--- config.mk ---
export PLATFORM = sky130hd
export DESIGN_NAME = hw_mul_acc
export DESIGN_NICKNAME = d
export VERILOG_FILES = /design/src/rtl/mac_pkg.sv /design/src/rtl/mac_decode.sv /design/src/rtl/mac_datapath.sv /design/src/rtl/mac_readmux.sv /design/src/rtl/hw_mul_acc.sv
export SDC_FILE = /design/constraint.sdc
export NUM_CORES = 1
export LEC_CHECK = 0
export ABC_AREA = 1
export BUFFER_PORTS_ARGS = -buffer_cell sky130_fd_sc_hd__buf_2
export CAP_MARGIN = 25
export CELL_PAD_IN_SITES_DETAIL_PLACEMENT = 0
export CELL_PAD_IN_SITES_GLOBAL_PLACEMENT = 1
export CORE_ASPECT_RATIO = 1.5
export CORE_MARGIN = 3
export CORE_UTILIZATION = 35
export DETAILED_ROUTE_END_ITERATION = 10
export HOLD_SLACK_MARGIN = 0.05
export PLACE_DENSITY = 0.69
export SYNTH_ARGS = -nofsm -noshare
export SYNTH_HDL_FRONTEND = slang
export SYNTH_SLANG_ARGS = --single-unit
--- constraint.sdc ---
create_clock -name clk -period 2.75 [get_ports clk]
set_input_delay 0.1375 -clock clk [delete_from_list [all_inputs] [get_ports clk]]
set_output_delay 0.1375 -clock clk [all_outputs]
set_load 0.005 [all_outputs]
--- src/rtl/mac_pkg.sv ---
package mac_pkg;

  // Operation mode; the encoding equals the operand-1 word slot that selects it.
  typedef enum logic [1:0] {
    MODE_UMUL = 2'd0,
    MODE_SMUL = 2'd1,
    MODE_UMAC = 2'd2,
    MODE_SMAC = 2'd3
  } mac_mode_e;

  localparam int unsigned SLOT_W    = 3;
  localparam int unsigned WIN_WORDS = 1 << SLOT_W;

  // Word slots inside the window (byte offset = base + 2*slot).
  localparam logic [SLOT_W-1:0] SLOT_OP2 = 3'd4;
  localparam logic [SLOT_W-1:0] SLOT_LO  = 3'd5;
  localparam logic [SLOT_W-1:0] SLOT_HI  = 3'd6;
  localparam logic [SLOT_W-1:0] SLOT_EXT = 3'd7;

endpackage

--- src/rtl/mac_decode.sv ---
module mac_decode
  import mac_pkg::*;
#(
  parameter int unsigned ADDR_W = 12,
  parameter int unsigned BASE   = 'h130
) (
  input  logic [ADDR_W-1:0] addr,
  input  logic              we,
  input  logic              re,
  output logic              op1_we,
  output mac_mode_e         op1_mode,
  output logic              op2_we,
  output logic              rd_hit,
  output logic [SLOT_W-1:0] rd_slot
);

  localparam logic [ADDR_W-1:0] BASE_A    = ADDR_W'(BASE);
  localparam int unsigned       WIN_BYTES = 2 * WIN_WORDS;

  logic [ADDR_W-1:0] rel;
  logic              in_win;
  logic [SLOT_W-1:0] slot;

  always_comb begin
    rel    = addr - BASE_A;
    in_win = (addr >= BASE_A) && (rel < ADDR_W'(WIN_BYTES)) && !addr[0];
    slot   = rel[SLOT_W:1];
  end

  always_comb begin
    op1_we   = we && in_win && !slot[SLOT_W-1];
    op1_mode = mac_mode_e'(slot[1:0]);
    op2_we   = we && in_win && (slot == SLOT_OP2);
    rd_hit   = re && in_win;
    rd_slot  = slot;
  end

  // Byte (odd) addresses never reach the register file.
  always_comb begin
    if (addr[0] === 1'b1) begin
      assert_odd_blocked_R8: assert (!op1_we && !op2_we && !rd_hit);
    end
  end

endmodule

--- src/rtl/mac_datapath.sv ---
module mac_datapath
  import mac_pkg::*;
#(
  parameter int unsigned DATA_W = 16,
  parameter int unsigned ACC_W  = 2 * DATA_W
) (
  input  logic              clk,
  input  logic              rst_n,
  input  logic              op1_we,
  input  mac_mode_e         op1_mode,
  input  logic              op2_we,
  input  logic [DATA_W-1:0] wdata,
  output mac_mode_e         mode_q,
  output logic [ACC_W-1:0]  res_q,
  output logic [ACC_W-1:0]  acc_q,
  output logic              carry_q
);

  localparam int unsigned EXT_W = ACC_W - DATA_W;

  logic [DATA_W-1:0] op1_q, op1_d;
  mac_mode_e         mode_d;
  logic [ACC_W-1:0]  res_d, acc_d;
  logic              carry_d;
  logic              signed_op, accum_op;
  logic [ACC_W-1:0]  a_w, b_w, prod;
  logic [ACC_W:0]    sum;

  always_comb begin
    signed_op = (mode_q == MODE_SMUL) || (mode_q == MODE_SMAC);
    accum_op  = (mode_q == MODE_UMAC) || (mode_q == MODE_SMAC);
    a_w  = {{EXT_W{signed_op & op1_q[DATA_W-1]}}, op1_q};
    b_w  = {{EXT_W{signed_op & wdata[DATA_W-1]}}, wdata};
    prod = a_w * b_w;
    sum  = {1'b0, acc_q} + {1'b0, prod};
  end

  // Next-state logic
  always_comb begin
    op1_d   = op1_q;
    mode_d  = mode_q;
    res_d   = res_q;
    acc_d   = acc_q;
    carry_d = carry_q;
    if (op1_we) begin
      op1_d  = wdata;
      mode_d = op1_mode;
    end
    if (op2_we) begin
      if (accum_op) begin
        acc_d   = sum[ACC_W-1:0];
        carry_d = sum[ACC_W];
        res_d   = '0;
      end else begin
        res_d   = prod;
        acc_d   = '0;
        carry_d = 1'b0;
      end
    end
  end

  // Operand / mode register, enabled by operand-1 writes
  always_ff @(posedge clk or negedge rst_n) begin
    if (!rst_n) begin
      op1_q  <= '0;
      mode_q <= MODE_UMUL;
    end else if (op1_we) begin
      op1_q  <= op1_d;
      mode_q <= mode_d;
    end
  end

  // Result / accumulator register, enabled by operand-2 writes
  always_ff @(posedge clk or negedge rst_n) begin
    if (!rst_n) begin
      res_q   <= '0;
      acc_q   <= '0;
      carry_q <= 1'b0;
    end else if (op2_we) begin
      res_q   <= res_d;
      acc_q   <= acc_d;
      carry_q <= carry_d;
    end
  end

  assert_mul_clears_acc_R4: assert property (@(posedge clk) disable iff (!rst_n)
    (op2_we && !accum_op) |=> (acc_q == '0) && !carry_q);

  assert_mac_clears_res_R5: assert property (@(posedge clk) disable iff (!rst_n)
    (op2_we && accum_op) |=> (res_q == '0));

  assert_mode_hold_R1: assert property (@(posedge clk) disable iff (!rst_n)
    !op1_we |=> $stable(mode_q));

  assert_op2_only_trigger_R2: assert property (@(posedge clk) disable iff (!rst_n)
    !op2_we |=> $stable(acc_q) && $stable(res_q) && $stable(carry_q));

endmodule

--- src/rtl/mac_readmux.sv ---
module mac_readmux
  import mac_pkg::*;
#(
  parameter int unsigned DATA_W = 16,
  parameter int unsigned ACC_W  = 2 * DATA_W
) (
  input  logic              rd_hit,
  input  logic [SLOT_W-1:0] rd_slot,
  input  mac_mode_e         mode_q,
  input  logic [ACC_W-1:0]  res_q,
  input  logic [ACC_W-1:0]  acc_q,
  input  logic              carry_q,
  output logic [DATA_W-1:0] rdata
);

  logic [ACC_W-1:0]  view;
  logic [DATA_W-1:0] ext;

  always_comb begin
    view = ((mode_q == MODE_UMAC) || (mode_q == MODE_SMAC)) ? acc_q : res_q;
    unique case (mode_q)
      MODE_UMUL: ext = '0;
      MODE_SMUL: ext = {DATA_W{res_q[ACC_W-1]}};
      MODE_UMAC: ext = DATA_W'(carry_q);
      MODE_SMAC: ext = {DATA_W{acc_q[ACC_W-1]}};
      default:   ext = '0;
    endcase
  end

  always_comb begin
    rdata = '0;
    if (rd_hit) begin
      case (rd_slot)
        SLOT_LO:  rdata = view[DATA_W-1:0];
        SLOT_HI:  rdata = view[ACC_W-1:DATA_W];
        SLOT_EXT: rdata = ext;
        default:  rdata = '0;
      endcase
    end
  end

endmodule

--- src/rtl/hw_mul_acc.sv ---
module hw_mul_acc
  import mac_pkg::*;
#(
  parameter int unsigned ADDR_W = 12,
  parameter int unsigned DATA_W = 16,
  parameter int unsigned BASE   = 'h130
) (
  input  logic              clk,
  input  logic              rst_n,
  input  logic [ADDR_W-1:0] bus_addr,
  input  logic [DATA_W-1:0] bus_wdata,
  input  logic              bus_we,
  input  logic              bus_re,
  output logic [DATA_W-1:0] bus_rdata
);

  localparam int unsigned ACC_W = 2 * DATA_W;

  logic [1:0]        rst_sync;
  logic              rst_int_n;
  logic              op1_we, op2_we, rd_hit;
  mac_mode_e         op1_mode, mode_q;
  logic [SLOT_W-1:0] rd_slot;
  logic [ACC_W-1:0]  res_q, acc_q;
  logic              carry_q;

  // Asynchronous assert, synchronous release
  always_ff @(posedge clk or negedge rst_n) begin
    if (!rst_n) rst_sync <= 2'b00;
    else        rst_sync <= {rst_sync[0], 1'b1};
  end
  assign rst_int_n = rst_sync[1];

  mac_decode #(.ADDR_W(ADDR_W), .BASE(BASE)) u_decode (
    .addr     (bus_addr),
    .we       (bus_we),
    .re       (bus_re),
    .op1_we   (op1_we),
    .op1_mode (op1_mode),
    .op2_we   (op2_we),
    .rd_hit   (rd_hit),
    .rd_slot  (rd_slot)
  );

  mac_datapath #(.DATA_W(DATA_W), .ACC_W(ACC_W)) u_datapath (
    .clk      (clk),
    .rst_n    (rst_int_n),
    .op1_we   (op1_we),
    .op1_mode (op1_mode),
    .op2_we   (op2_we),
    .wdata    (bus_wdata),
    .mode_q   (mode_q),
    .res_q    (res_q),
    .acc_q    (acc_q),
    .carry_q  (carry_q)
  );

  mac_readmux #(.DATA_W(DATA_W), .ACC_W(ACC_W)) u_readmux (
    .rd_hit  (rd_hit),
    .rd_slot (rd_slot),
    .mode_q  (mode_q),
    .res_q   (res_q),
    .acc_q   (acc_q),
    .carry_q (carry_q),
    .rdata   (bus_rdata)
  );

  assert_ext_code_R6: assert property (@(posedge clk) disable iff (!rst_int_n)
    (rd_hit && rd_slot == SLOT_EXT) |->
      (bus_rdata == '0 || bus_rdata == DATA_W'(1) || bus_rdata == '1));

  assert_quiet_bus_R7: assert property (@(posedge clk) disable iff (!rst_int_n)
    !rd_hit |-> (bus_rdata == '0));

endmodule

; ---- Word level (Yosys, flattened, before mapping)
; Index checks and enable logic that the tools add are counted.
[word_totals]
regBits = 85
output_inout_bits = 16
elab_cells = 38
[op_classes]
addsub = 2
n_mul = 1
n_lt_le_gt_ge = 2
eq_ne = 7
mux = 7
bitwise = 2
reduce_logical = 11
[ops]
columns = operator, count
row1 = $mux 32, 3
row2 = $pmux 16 s4, 1
row3 = $pmux 16 s3, 1
row4 = $add 32x32->33, 1
row5 = $mul 17x17->32, 1
row6 = $mux 16, 1
row7 = $eq 3x3->1 const B, 4
row8 = $ge 12x9->1 const B, 1
row9 = $lt 12x5->1 const B, 1
row10 = $sub 12x9->12 const B, 1
row11 = $logic_and 1x1->1, 6
row12 = $eq 2x2->1 const B, 2
row13 = $and 1x1->1, 2
row14 = $eq 2x1->1 const B, 1
row15 = $logic_not 1->1, 2
row16 = $logic_not 2->1, 1
row17 = $logic_or 1x1->1, 2
row18 = $mux 1, 1

; ---- Depth between registers and ports, before layout
[logic_depth]
ltp_word = 6
mapped_depth = 39
depth_no_buf = 37

; ---- By module
; From an unflattened synthesis, not the netlist that was laid out.
[hier_totals]
cells_unflattened = 2414
area_unflattened_um2 = 17451.7
[modules_own_cells]
columns = module, n_inst, cells_each, area_per_inst_um2
row1 = mac_datapath, 1, 2192, 16410.7
row2 = mac_readmux, 1, 202, 888.4
row3 = mac_decode, 1, 17, 98.8
row4 = hw_mul_acc, 1, 3, 53.8

; ---- Worst setup path after synthesis
; Ideal clock, no wire load.
[synth_path]
path_kind = register -> register
startpoint = reg u_datapath.op1_q[15]
endpoint = reg u_datapath.acc_q[27]
arrival_ps = 6681
slack_ps = -4049
path_stages_with_launch = 32
path_cell_list = dfrtp_1 > clkbuf_1 > nand2_1 > clkbuf_1 > nor2_1 > fa_1 > inv_1 > fa_1 > fa_1 > fa_1 > inv_1 > fa_1 > fa_1 > ha_1 > nand2_1 > nor2_1 > inv_1 > nor2_1 > nand3_1 > nand3_1 > nand2_1 > and2_1 > ha_1 > nand2_1 > nor2_1 > nand2_1 > nor4_1 > nand2_1 > nand2_1 > nand2_1 > nand3_1 > nand2_1
[synth_between]
elab_chain_len = 4
[synth_rtl]
columns = element, line
row1 = start: declaration, mac_datapath.sv:21  ; logic [DATA_W-1:0] op1_q, op1_d;
row2 = start signal: assignment, mac_datapath.sv:68  ; op1_q <= op1_d;
row3 = $and 1x1->1, mac_datapath.sv:32  ; a_w = {{EXT_W{signed_op & op1_q[DATA_W-1]}}, op1_q};
row4 = $mul 17x17->32 *, mac_datapath.sv:34  ; prod = a_w * b_w;
row5 = $add 32x32->33 *, mac_datapath.sv:35  ; sum = {1'b0, acc_q} + {1'b0, prod};
row6 = $mux 32 *, mac_datapath.sv:50  ; if (accum_op) begin
row7 = end signal: assignment, mac_datapath.sv:77  ; acc_q <= '0;
row8 = end signal: assignment, mac_datapath.sv:81  ; acc_q <= acc_d;
row9 = end: declaration, mac_datapath.sv:15  ; output logic [ACC_W-1:0] acc_q,
; Mark *: on every way between the ends. The rest lies on a longest branch, timed or not.
; A chain may end at the register's enable or synchronous reset.

; ---- Final worst setup path
[layout_path]
startpoint = reg u_datapath.mode_q[0]
endpoint = reg u_datapath.acc_q[30]
[layout_between]
elab_chain_len = 6
elab_cells_between_ends = 10
[layout_rtl]
columns = element, line
row1 = start: declaration, mac_datapath.sv:13  ; output mac_mode_e mode_q,
row2 = start signal: assignment, mac_datapath.sv:69  ; mode_q <= mode_d;
row3 = $eq 2x1->1 or $eq 2x2->1 (tied branches), "mac_datapath.sv:30, mac_datapath.sv:31"
row4 = $logic_or 1x1->1, mac_datapath.sv:30  ; signed_op = (mode_q == MODE_SMUL) || (mode_q == MODE_SMAC);
row5 = $and 1x1->1 (on tied branches), "mac_datapath.sv:32, mac_datapath.sv:33"
row6 = $mul 17x17->32, mac_datapath.sv:34
row7 = $add 32x32->33, mac_datapath.sv:35
row8 = $mux 32 *, mac_datapath.sv:50
; Marks and branches as above.

==> reports/qor.csv <==
metric,value,unit
grt_pass1_vias,17900,
avgViaCountPerCell,4.72,
drt_iter0_drc,855,
rr_worst_depth,32,
timing.rr.end,u_datapath.acc_q[30]$_DFFE_PN0P_,
end_kind,flip-flop,
area_growth,46.5,%
yosysWarnings,0,
cts_buffer_depth,2,
fin_crit,6.75,ns
cts_buffers,9,
synth-async-reset-ratio,100,%
cpMostUsedCell,fa_1,
nets,3262,
ys_seq_area_share,12.3,%
worstMarginPinSlew,0.608,ns
post-route-drc-count,0,
clk_pin_slew,0.08,ns
maxSlewViolCount,0,
fin_crit_sh,246,%
r2r_start,u_datapath.mode_q[0]$_DFFE_PN0P_,
synth_flop_cell,dfrtp_1,
yosysUniqueCellTypes,41,
cts.sinks,85,
hold_viol,0,
cts_tree,yes,
pin_count,48,
worst_slack,-4.00,ns
tns,-164.30,ns
clock_latency,0.38,ns
grt-ovfl-total,0,
dr.pass1.iters,7,
grt_antenna_before_repair,0,
pre_cts_slack,-4.35,ns
grt_usage,23.1,%
grt_max_degree,46,
ys_ff_latch,85,
cp_max_fo,4,
power_density,155,nW/um^2
htree_levels,3,
die_y,278,um
port_buffers,47,
initial_core_util,35.5,%
vdd_drop_max,0.000261,V
die_x,187,um
crit_slowest_cell,fa_2,
drv_cap,0,
max_freq,0.148,GHz
root_buffer,clkbuf_16,
synth_top_area_share,32.8,%
ant_nets,0,
synth_area_per_cell,7.16,um^2
core_area,48700,um^2
violations,setup timing,
rsz0062_at_grt,true,
p_leak,14.0,nW
synth_cells,2413,
dieArea,52100,um^2
synth_area,17300,um^2
startpoint_type,flip-flop,
rows,99,
dp_hpwl,49900,um
worstPathRequired,3.02,ns
status,"complete, but fails checks",
diodes,0,
synth_edf_count,0,
power,0.00393,W
ff2ff_setup_slack,-4.00,ns
slew_headroom,59.5,%
grt_pass1_wl,94900,um
fillers,4626,
synth_nets,2844,
arrival,7.02,ns
setup_viol,58,
fin_skew,0.0100,ns
synth.largest_area_cell,fa_1,
multiInputGateArea,15700,um^2
slowest_delay,0.60,ns
synth.top_cells.by_area,"fa_1 33%, nand2_1 16%, inv_1 13%",
routed-via-count,16500,
drive_above_1_share,38.8,%
hp-class,in -> async,
seqCellArea,2150,um^2
wl,59800,um
worst-setup-path-type,reg -> reg,
gp_congestion,0.970,
wl_per_cell,17.1,um
## through the flow
| stage | std cells | hold slack (ns) | util, % | instance area (um^2) |
|---|---|---|---|---|
| 2_1_floorplan | 2413 | -0.158 | - | 18600 |
| 3_3_place_gp | 3392 | -0.0781 | 44.9 | 21800 |
| 3_5_place_dp | 3392 | -0.0766 | 44.9 | 21800 |
| 4_1_cts | 3454 | 0.0563 | 49.2 | 23900 |
| 5_1_grt | 3492 | 0.0628 | 52.0 | 25300 |
| 6_report | 3492 | 0.0687 | 52.0 | 25300 |
## how the worst max path moves through the flow
stage                                           startpoint  depth (start not counted)                               end  slack (ns)
after global placement    u_datapath.mode_q[0]$_DFFE_PN0P_                         32  u_datapath.acc_q[27]$_DFFE_PN0P_       -4.40
after CTS                 u_datapath.mode_q[0]$_DFFE_PN0P_                         33  u_datapath.acc_q[27]$_DFFE_PN0P_       -4.02
final                     u_datapath.mode_q[0]$_DFFE_PN0P_                         32  u_datapath.acc_q[30]$_DFFE_PN0P_       -4.00
after global routing      u_datapath.mode_q[0]$_DFFE_PN0P_                         33  u_datapath.acc_q[30]$_DFFE_PN0P_       -4.25
after floorplan           u_datapath.op1_q[15]$_DFFE_PN0P_                         31  u_datapath.acc_q[27]$_DFFE_PN0P_       -3.49
after detailed placement  u_datapath.mode_q[0]$_DFFE_PN0P_                         32  u_datapath.acc_q[27]$_DFFE_PN0P_       -4.35
## registers in the layout (all words and copies together) (netlist names)
name,count
u_datapath.acc_q,32
u_datapath.mode_q,2
u_datapath.res_q,32
u_datapath.op1_q,16
rst_sync,2
u_datapath.carry_q,1
## timing repair
| action | CTS | global route |
|---|---|---|
| gates resized for setup | 371 | 288 |
| hold endpoints to repair | 2 | 0 |
| cloned | 0 | 0 |
| setup buffers | 47 | 55 |
| endpoints found under the setup margin | 58 | 58 |
| pin swaps | 145 | 188 |
| hold buffers | 1 | 0 |
## per-layer routing
layer / up-vias / global-route usage (%) / share of wire [%]
met3: 136 / 1.64 / 2.1
met5: - / 0 / 0
met1: 8127 / 25.7 / 37
met4: 0 / 11.8 / 5.4
met2: 289 / 43.9 / 55
li1: 7936 / - / -
## final cells by class
cell class	instances	area share, %
repair buffers	498	15.9
well taps	656	3.24
flip-flops and latches	85	8.49
clock buffers	9	0.889
multi-input cells	1632	62.1
inverters	605	9.07
clock inverters	7	0.301
## where the power goes
| group | internal [W] | leakage [nW] | total, W | switching [W] |
|---|---|---|---|---|
| clock network | 0.000644 | 0.147 | 0.00134 | 0.000700 |
| registers | 0.00126 | 1.05 | 0.00128 | 0.0000237 |
| logic | 0.000604 | 12.8 | 0.00131 | 0.000706 |
## worst max-delay path, delay by kind of cell, from the launching register on
kind                     cells  cell delay [ns]
AND/OR/NAND/NOR             12             1.34
AO/OA/AOI/OAI                3             0.39
adder cells (fa/ha/maj)      8             3.70
flip-flops                   1             0.50
buffers and inverters        9             0.69
## cell usage in the layout (no fill, tap or decap), types with 6 or more instances in the layout
cell and count:
dfrtp_1 68, buf_4 362, a21oi_2 38, fa_2 16, a21oi_1 10, xor2_1 7, buf_12 9, inv_4 7
and2_4 10, nor3_4 10, clkbuf_16 9, nand2_4 58, nand3_1 41, nand2_1 579, ha_4 64, fa_1 267
nor2_2 28, inv_2 67, buf_2 47, inv_1 529, nand3b_1 9, o21ai_0 41, o21ai_1 34, nand3_4 8
nor2_1 45, nand2_8 6, buf_6 78, dfrtp_2 16, a31oi_1 16, a21oi_4 18, ha_1 50, nand4_1 13
nor2_4 51, nand2_2 78, mux2_2 6, nand3_2 31, o21ai_2 24
## Yosys cell counts (all sizes together), types with 3 or more instances
cell type / n
nand2: 721
inv: 605
fa: 283
nor2: 125
ha: 116
o21ai: 104
dfrtp: 85
clkbuf: 80
nand3: 80
a21oi: 66
nor3: 19
a31oi: 18
xor2: 16
nand4: 13
and2: 12
buf: 11
nand3b: 9
or2: 9
mux2: 6
o21bai: 6
o22ai: 6
a21o: 4
xnor2: 4
a21boi: 3
## kinds of logic after synthesis
group,share of synthesized area (%)
AO/OA/AOI/OAI,6.63
XOR/XNOR,1.01
adder cells (fa/ha/maj),41.2
buffers and inverters,15.3
flip-flops,12.3
multiplexers,0.391
other,0.0217
AND/OR/NAND/NOR,23.2
Power figures use the tool's default switching activity.
